--- src/rtl/irqsvc_pkg.sv ---
`timescale 1ns/1ps
package irqsvc_pkg;
  // entry field positions (fixed layout decoded by software)
  localparam int VEC_LSB   = 0;
  localparam int VEC_W     = 8;
  localparam int DLV_LSB   = 8;
  localparam int DLV_W     = 3;
  localparam int DMODE_BIT = 11;
  localparam int RACK_BIT  = 14;
  localparam int TRIG_BIT  = 15;
  localparam int MASK_BIT  = 16;
  localparam int DEST_LSB  = 48;
  localparam int DEST_W    = 16;
  localparam int ENTRY_W   = 64;

  // bits software may write: vector, delivery, dest mode, polarity, trigger, mask, destination
  localparam logic [ENTRY_W-1:0] RW_MASK     = 64'hFFFF_0000_0001_AFFF;
  localparam logic [ENTRY_W-1:0] RESET_ENTRY = 64'h0000_0000_0001_0000;
  localparam logic [31:0]        MSG_BASE    = 32'hFEE0_0000;
  localparam int                 ADDR_DEST_LSB  = 4;
  localparam int                 ADDR_DMODE_BIT = 2;
  localparam int                 DATA_TRIG_BIT  = 15;

  localparam int PIN_IDX_W = 8;

  typedef struct packed {
    logic                 load;  // latch a message for pin and apply its side effects
    logic [PIN_IDX_W-1:0] pin;
  } svcStrobes_t;
endpackage

--- src/rtl/irqsvc_control.sv ---
`timescale 1ns/1ps
module irqsvc_control import irqsvc_pkg::*; #(
  parameter int NUM_PINS = 24
) (
  input  logic                clk,
  input  logic                rstN,
  input  logic [NUM_PINS-1:0] candVec,
  input  logic                msgReady,
  output logic                msgValid,
  output svcStrobes_t         strb
);
  logic                 anyCand;
  logic [PIN_IDX_W-1:0] lowPin;
  logic                 canLoad;

  // lowest-numbered deliverable pin wins
  always_comb begin
    lowPin = '0;
    for (int i = NUM_PINS - 1; i >= 0; i--) begin
      if (candVec[i]) lowPin = PIN_IDX_W'(i);
    end
  end

  assign anyCand   = |candVec;
  assign canLoad   = !msgValid || msgReady;
  assign strb.load = canLoad && anyCand;
  assign strb.pin  = lowPin;

  always_ff @(posedge clk) begin
    if (!rstN)        msgValid <= 1'b0;
    else if (canLoad) msgValid <= anyCand;
  end
endmodule

--- src/rtl/irqsvc_datapath.sv ---
`timescale 1ns/1ps
module irqsvc_datapath import irqsvc_pkg::*; #(
  parameter int NUM_PINS   = 24,
  parameter int NUM_INPUTS = 32,
  parameter int IDX_W      = $clog2(NUM_PINS)
) (
  input  logic                  clk,
  input  logic                  rstN,
  input  logic [NUM_INPUTS-1:0] irqIn,
  input  logic [IDX_W-1:0]      entIdx,
  input  logic                  entWrEn,
  input  logic [ENTRY_W-1:0]    entWrData,
  output logic [ENTRY_W-1:0]    entRdData,
  input  logic                  eoiValid,
  input  logic [VEC_W-1:0]      eoiVector,
  input  svcStrobes_t           strb,
  output logic [NUM_PINS-1:0]   candVec,
  output logic [31:0]           msgAddr,
  output logic [31:0]           msgData
);
  logic [NUM_PINS-1:0]              pinLevel;
  logic [NUM_PINS-1:0][ENTRY_W-1:0] entryVec;

  // input steering: line 0 feeds pin 2, pin 0 has no source
  for (genvar p = 0; p < NUM_PINS; p++) begin : g_steer
    if (p == 0) begin : g_p0
      assign pinLevel[p] = 1'b0;
    end else if (p == 2) begin : g_p2
      assign pinLevel[p] = irqIn[0] | irqIn[2];
    end else begin : g_pn
      assign pinLevel[p] = irqIn[p];
    end
  end

  if (NUM_INPUTS > NUM_PINS) begin : g_spare
    logic unusedLines;
    assign unusedLines = ^irqIn[NUM_INPUTS-1:NUM_PINS];
  end

  for (genvar p = 0; p < NUM_PINS; p++) begin : g_pin
    logic [ENTRY_W-1:0] entQ, rwNext;
    logic pendQ, prevQ, wrHit, dlvHit, eoiHit, rackNext, rise;

    assign wrHit  = entWrEn && (entIdx == IDX_W'(p));
    assign dlvHit = strb.load && (strb.pin == PIN_IDX_W'(p));
    assign eoiHit = eoiValid && entQ[RACK_BIT] && (entQ[VEC_LSB +: VEC_W] == eoiVector);
    assign rise   = pinLevel[p] && !prevQ;
    assign rwNext = (wrHit ? entWrData : entQ) & RW_MASK;
    // acknowledge: set on level delivery, cleared by matching EOI or by edge mode
    assign rackNext = (entQ[RACK_BIT] | (dlvHit & entQ[TRIG_BIT])) & ~eoiHit & rwNext[TRIG_BIT];

    always_ff @(posedge clk) begin
      if (!rstN) begin
        entQ  <= RESET_ENTRY;
        pendQ <= 1'b0;
        prevQ <= 1'b0;
      end else begin
        entQ  <= rwNext | (ENTRY_W'(rackNext) << RACK_BIT);
        prevQ <= pinLevel[p];
        if (entQ[TRIG_BIT]) pendQ <= pinLevel[p];
        else                pendQ <= (pendQ & ~dlvHit) | (rise & ~entQ[MASK_BIT]);
      end
    end

    assign entryVec[p] = entQ;
    assign candVec[p]  = pendQ && !entQ[MASK_BIT] && !entQ[RACK_BIT];
  end

  always_comb begin
    entRdData = '0;
    for (int i = 0; i < NUM_PINS; i++) begin
      if (entIdx == IDX_W'(i)) entRdData = entryVec[i];
    end
  end

  // message fields of the selected pin
  logic [VEC_W-1:0]  selVec;
  logic [DLV_W-1:0]  selDlv;
  logic [DEST_W-1:0] selDest;
  logic              selDmode, selTrig;

  always_comb begin
    selVec = '0; selDlv = '0; selDest = '0; selDmode = 1'b0; selTrig = 1'b0;
    for (int i = 0; i < NUM_PINS; i++) begin
      if (strb.pin == PIN_IDX_W'(i)) begin
        selVec   = entryVec[i][VEC_LSB +: VEC_W];
        selDlv   = entryVec[i][DLV_LSB +: DLV_W];
        selDest  = entryVec[i][DEST_LSB +: DEST_W];
        selDmode = entryVec[i][DMODE_BIT];
        selTrig  = entryVec[i][TRIG_BIT];
      end
    end
  end

  always_ff @(posedge clk) begin
    if (!rstN) begin
      msgAddr <= '0;
      msgData <= '0;
    end else if (strb.load) begin
      msgAddr <= MSG_BASE | (32'(selDest) << ADDR_DEST_LSB) | (32'(selDmode) << ADDR_DMODE_BIT);
      msgData <= (32'(selTrig) << DATA_TRIG_BIT) | (32'(selDlv) << DLV_LSB) | 32'(selVec);
    end
  end
endmodule

--- src/rtl/irqsvc_engine.sv ---
`timescale 1ns/1ps
module irqsvc_engine import irqsvc_pkg::*; #(
  parameter int NUM_PINS   = 24,
  parameter int NUM_INPUTS = 32,
  localparam int IDX_W     = $clog2(NUM_PINS)
) (
  input  logic                  clk,
  input  logic                  rstN,
  input  logic [NUM_INPUTS-1:0] irqIn,
  input  logic [IDX_W-1:0]      entIdx,
  input  logic                  entWrEn,
  input  logic [63:0]           entWrData,
  output logic [63:0]           entRdData,
  input  logic                  eoiValid,
  input  logic [7:0]            eoiVector,
  output logic                  msgValid,
  input  logic                  msgReady,
  output logic [31:0]           msgAddr,
  output logic [31:0]           msgData
);
  svcStrobes_t         strb;
  logic [NUM_PINS-1:0] candVec;

  irqsvc_datapath #(.NUM_PINS(NUM_PINS), .NUM_INPUTS(NUM_INPUTS), .IDX_W(IDX_W)) i_dp (
    .clk(clk), .rstN(rstN), .irqIn(irqIn), .entIdx(entIdx), .entWrEn(entWrEn),
    .entWrData(entWrData), .entRdData(entRdData), .eoiValid(eoiValid),
    .eoiVector(eoiVector), .strb(strb), .candVec(candVec),
    .msgAddr(msgAddr), .msgData(msgData)
  );

  irqsvc_control #(.NUM_PINS(NUM_PINS)) i_ctl (
    .clk(clk), .rstN(rstN), .candVec(candVec), .msgReady(msgReady),
    .msgValid(msgValid), .strb(strb)
  );
endmodule

--- config.mk ---
export PLATFORM = sky130hd
export DESIGN_NAME = irqsvc_engine
export DESIGN_NICKNAME = d
export VERILOG_FILES = /design/src/rtl/irqsvc_pkg.sv /design/src/rtl/irqsvc_control.sv /design/src/rtl/irqsvc_datapath.sv /design/src/rtl/irqsvc_engine.sv
export SDC_FILE = /design/constraint.sdc
export NUM_CORES = 2
export LEC_CHECK = 0
export BUFFER_PORTS_ARGS = -buffer_cell sky130_fd_sc_hd__buf_2
export CORE_AREA = 2 2 332 334
export CTS_CLUSTER_SIZE = 12
export DETAILED_ROUTE_END_ITERATION = 8
export DIE_AREA = 0 0 334 336
export SKIP_LAST_GASP = 1
export SYNTH_ARGS = -nofsm -noshare
export SYNTH_HDL_FRONTEND = slang
export SYNTH_SLANG_ARGS = --single-unit
--- constraint.sdc ---
create_clock -name clk -period 3.9 [get_ports clk]
set_input_delay 0.78 -clock clk [delete_from_list [all_inputs] [get_ports clk]]
set_output_delay 0.78 -clock clk [all_outputs]
set_load 0.01 [all_outputs]
==> impl_metrics.toml <==
[run_status]
outcome = "finished, violations left"
failed_checks = "setup timing"

[cts]
clkSlewWorstSetupHoldPaths_ns = 0.06
hold_buffers = 0
cts_sinks = 846
cts_root_buffer = "clkbuf_16"
htreeDepth = 3
clk_latency_ns = 0.72
numCtsBuffers = 98
cts_tree = "done"
cts.path.max_buffers = 3

[floorplanning]
design.core.area_um2 = 108000
rows = 121
die_area_um2 = 112000
io_pins = 243
initial_core_util_pct = 39.9
fp.dieW_um = 334
die_y_um = 336

[logic_synthesis]
syn_inst = 5820
synth_commonest_cells = "nand2_1 (1,635), a21oi_1 (864), dfxtp_1 (846), clkbuf_1 (466), nor2_1 (200)"
ys_seq_area_share_pct = 39.1
async_reset_ff_share_pct = 0
syn_area_um2 = 43300
avgSynthCellArea_um2 = 7.43
synth_cell_types = 90
synth_edf_count = 0
ys_warn_count = 0
ys.flop_type = "dfxtp_1"
synth_top_area_share_pct = 39.1
synth_largest_area_cell = "dfxtp_1"
ys_ff_latch = 846
yosysMostFrequentCell = "nand2_1"
ys_top_cells_by_area = "dfxtp_1 (39%), nand2_1 (14%), a21oi_1 (10%), clkbuf_1 (4.0%), xor2_1 (3.3%)"

[global_routing]
grt_pass1_vias = 45708
globalRouteTotalUtil_pct = 40.2
antenna_found_initial = 20
grt_max_degree = 151
grt_pass1_wl_um = 331000
overflow = 0

[routing]
firstDrtPassIters = 6
wl_per_cell_um = 30.2
vias_per_cell = 6.42
drc = 0
drt-initial-drc-count = 7975
postRouteAntennaNets = 0
vias = 49853
wl_um = 235000

[critical_path]
crit_required_ns = 3.12
crit_arrival_ns = 3.31
reg2reg_slack_ns = 0.01
worstSetupEndpointType = "primary output"
path_class = "in2out"
r2r-start = "i_dp.g_pin[19].pendQ$_SDFF_PN0_"
worstRegToRegCells = 15
start_kind = "input pin"
r2r-end = "i_dp.msgAddr[5]$_SDFFE_PN0P_"
cp_max_fo = 5

[timing]
max_freq_ghz = 0.245
layout_min_cycle_time_ns = 4.09
whs_ns = 0.284
grt_setup_unrepaired = "yes"
tightest_slew_ns = 1.09
maxSlewViolCount = 0
fin_crit_sh_pct = 105
fin_skew_ns = 0.0244
slew_headroom_pct = 27.3
setup_viol = 21
hold_viol = 0
worst_slack_ns = -0.186

[cells_and_area]
fill_cells = 10672
final_nets = 6387
drive_above_1_share_pct = 20.7
fin_area_um2 = 54700
syn_to_final_growth_pct = 26.5
area.sequential_um2 = 16900
multiInputGateArea_um2 = 25100
final_core_util_pct = 50.5

[min_path]
hold_path_end = "i_dp.g_pin[12].prevQ$_SDFF_PN0_"
hold_start = "irqIn[12]"
hold_path_class = "in2reg"
holdPathStages = 2

[run]
maxCapViolations = 0

[power]
cellPowerDensity_nw_per_um2 = 367
leakagePower_uw = 0.0203
ir_drop_v = 0.000377

[placed_design]
hpwl_um = 171000
gp_congestion = 1.04
pre_cts_ws_ns = -0.629
portBuffers = 144
placed_cell_area_um2 = 49700
metal layers:
metal / up-vias / global-route usage, % / share of wire (%)
met3: 792 / 7.88 / 11
met5: - / 0 / 0.066
met4: 20 / 22.0 / 6.6
met1: 24064 / 54.1 / 39
met2: 3577 / 60.5 / 42
li1: 21400 / - / -
worst max-delay path by stage:
stage | start | endpoint | slack, ns | depth (start not counted)
3_5_place_dp | entIdx[4] | entRdData[51] | -0.63 | 16
2_1_floorplan | entIdx[0] | entRdData[62] | 0.004 | 10
4_1_cts | entIdx[1] | entRdData[51] | -0.19 | 16
3_3_place_gp | entIdx[4] | entRdData[51] | -0.65 | 16
6_report | entIdx[0] | entRdData[8] | -0.19 | 16
5_1_grt | entIdx[0] | entRdData[3] | -0.23 | 15
cell type report:
| cell class | instances | area share [%] |
|---|---|---|
| clock buffers | 148 | 5.38 |
| clock inverters | 30 | 0.734 |
| flip-flops and latches | 846 | 31.0 |
| inverters | 9 | 0.0754 |
| multi-input cells | 4417 | 45.9 |
| well taps | 1414 | 3.23 |
| repair buffers | 901 | 13.7 |
| diodes | 6 | 0.0274 |
report_power, final:
part / internal, µW / switching [µW]
Sequential: 8720 / 76.3
Combinational: 471 / 1100
Clock: 5720 / 4020
critical path, stage by stage:
cell and delay, ns:
buf_12 0.12, or3b_4 0.44, nor3_4 0.27, buf_12 0.18, buf_12 0.11, buf_6 0.09, buf_4 0.10, a22o_1 0.15
a221oi_2 0.04, nand4_1 0.16, o21ai_2 0.12, a31oi_4 0.22, a221oi_2 0.07, o31ai_2 0.19, buf_4 0.16, buf_6 0.09
repair_timing:
action / in CTS / in global routing
pin swaps: 70 / 77
endpoints found under the setup margin: 56 / 54
resized for setup: 201 / 116
setup buffers: 24 / 27
gates cloned: 2 / 1
cell usage in the layout, fill, tap and decap left out, types with 30 or more instances in the layout:
| master | n |
|---|---|
| clkbuf_16 | 101 |
| o221ai_1 | 30 |
| a22oi_1 | 141 |
| conb_1 | 57 |
| buf_2 | 134 |
| nand2_1 | 1627 |
| o22ai_1 | 100 |
| a222oi_1 | 46 |
| a21oi_1 | 849 |
| nand3_1 | 123 |
| a22o_1 | 54 |
| mux2i_1 | 59 |
| o21ai_0 | 127 |
| buf_6 | 43 |
| nand4_1 | 71 |
| buf_12 | 65 |
| nor2_1 | 180 |
| o21ai_1 | 37 |
| xor2_1 | 165 |
| a31oi_1 | 44 |
| buf_4 | 653 |
| dfxtp_1 | 841 |
| a221oi_1 | 59 |
| and2_1 | 33 |
| nor4_1 | 75 |
sequential cells by signal, indices dropped and copies added (netlist names):
name / cells
i_ctl.msgValid: 1
i_dp.g_pin.entQ: 768
i_dp.g_pin.pendQ: 24
i_dp.g_pin.prevQ: 23
i_dp.msgAddr: 18
i_dp.msgData: 12
through the flow:
stage	instances	TNS, ns	total power [µW]
6_report	7771	-1.88	20100
4_1_cts	7744	-2.37	20000
5_1_grt	7767	-3.20	20500
2_1_floorplan	5876	0	9710
3_5_place_dp	7549	-14.51	10400
3_3_place_gp	7549	-14.11	10400
logic make-up (layout without fill, tap and decap cells):
family                 count (synthesis)  in the layout  synth area share (%)
multiplexers                         100            100                  3.00
flip-flops                           846            846                  39.1
other                                  1             63               0.00867
XOR/XNOR                             192            192                  3.89
AO/OA/AOI/OAI                       1747           1747                  25.1
AND/OR/NAND/NOR                     2321           2321                  22.8
buffers and inverters                613           1088                  6.07
(Power assumes the default switching activity.)
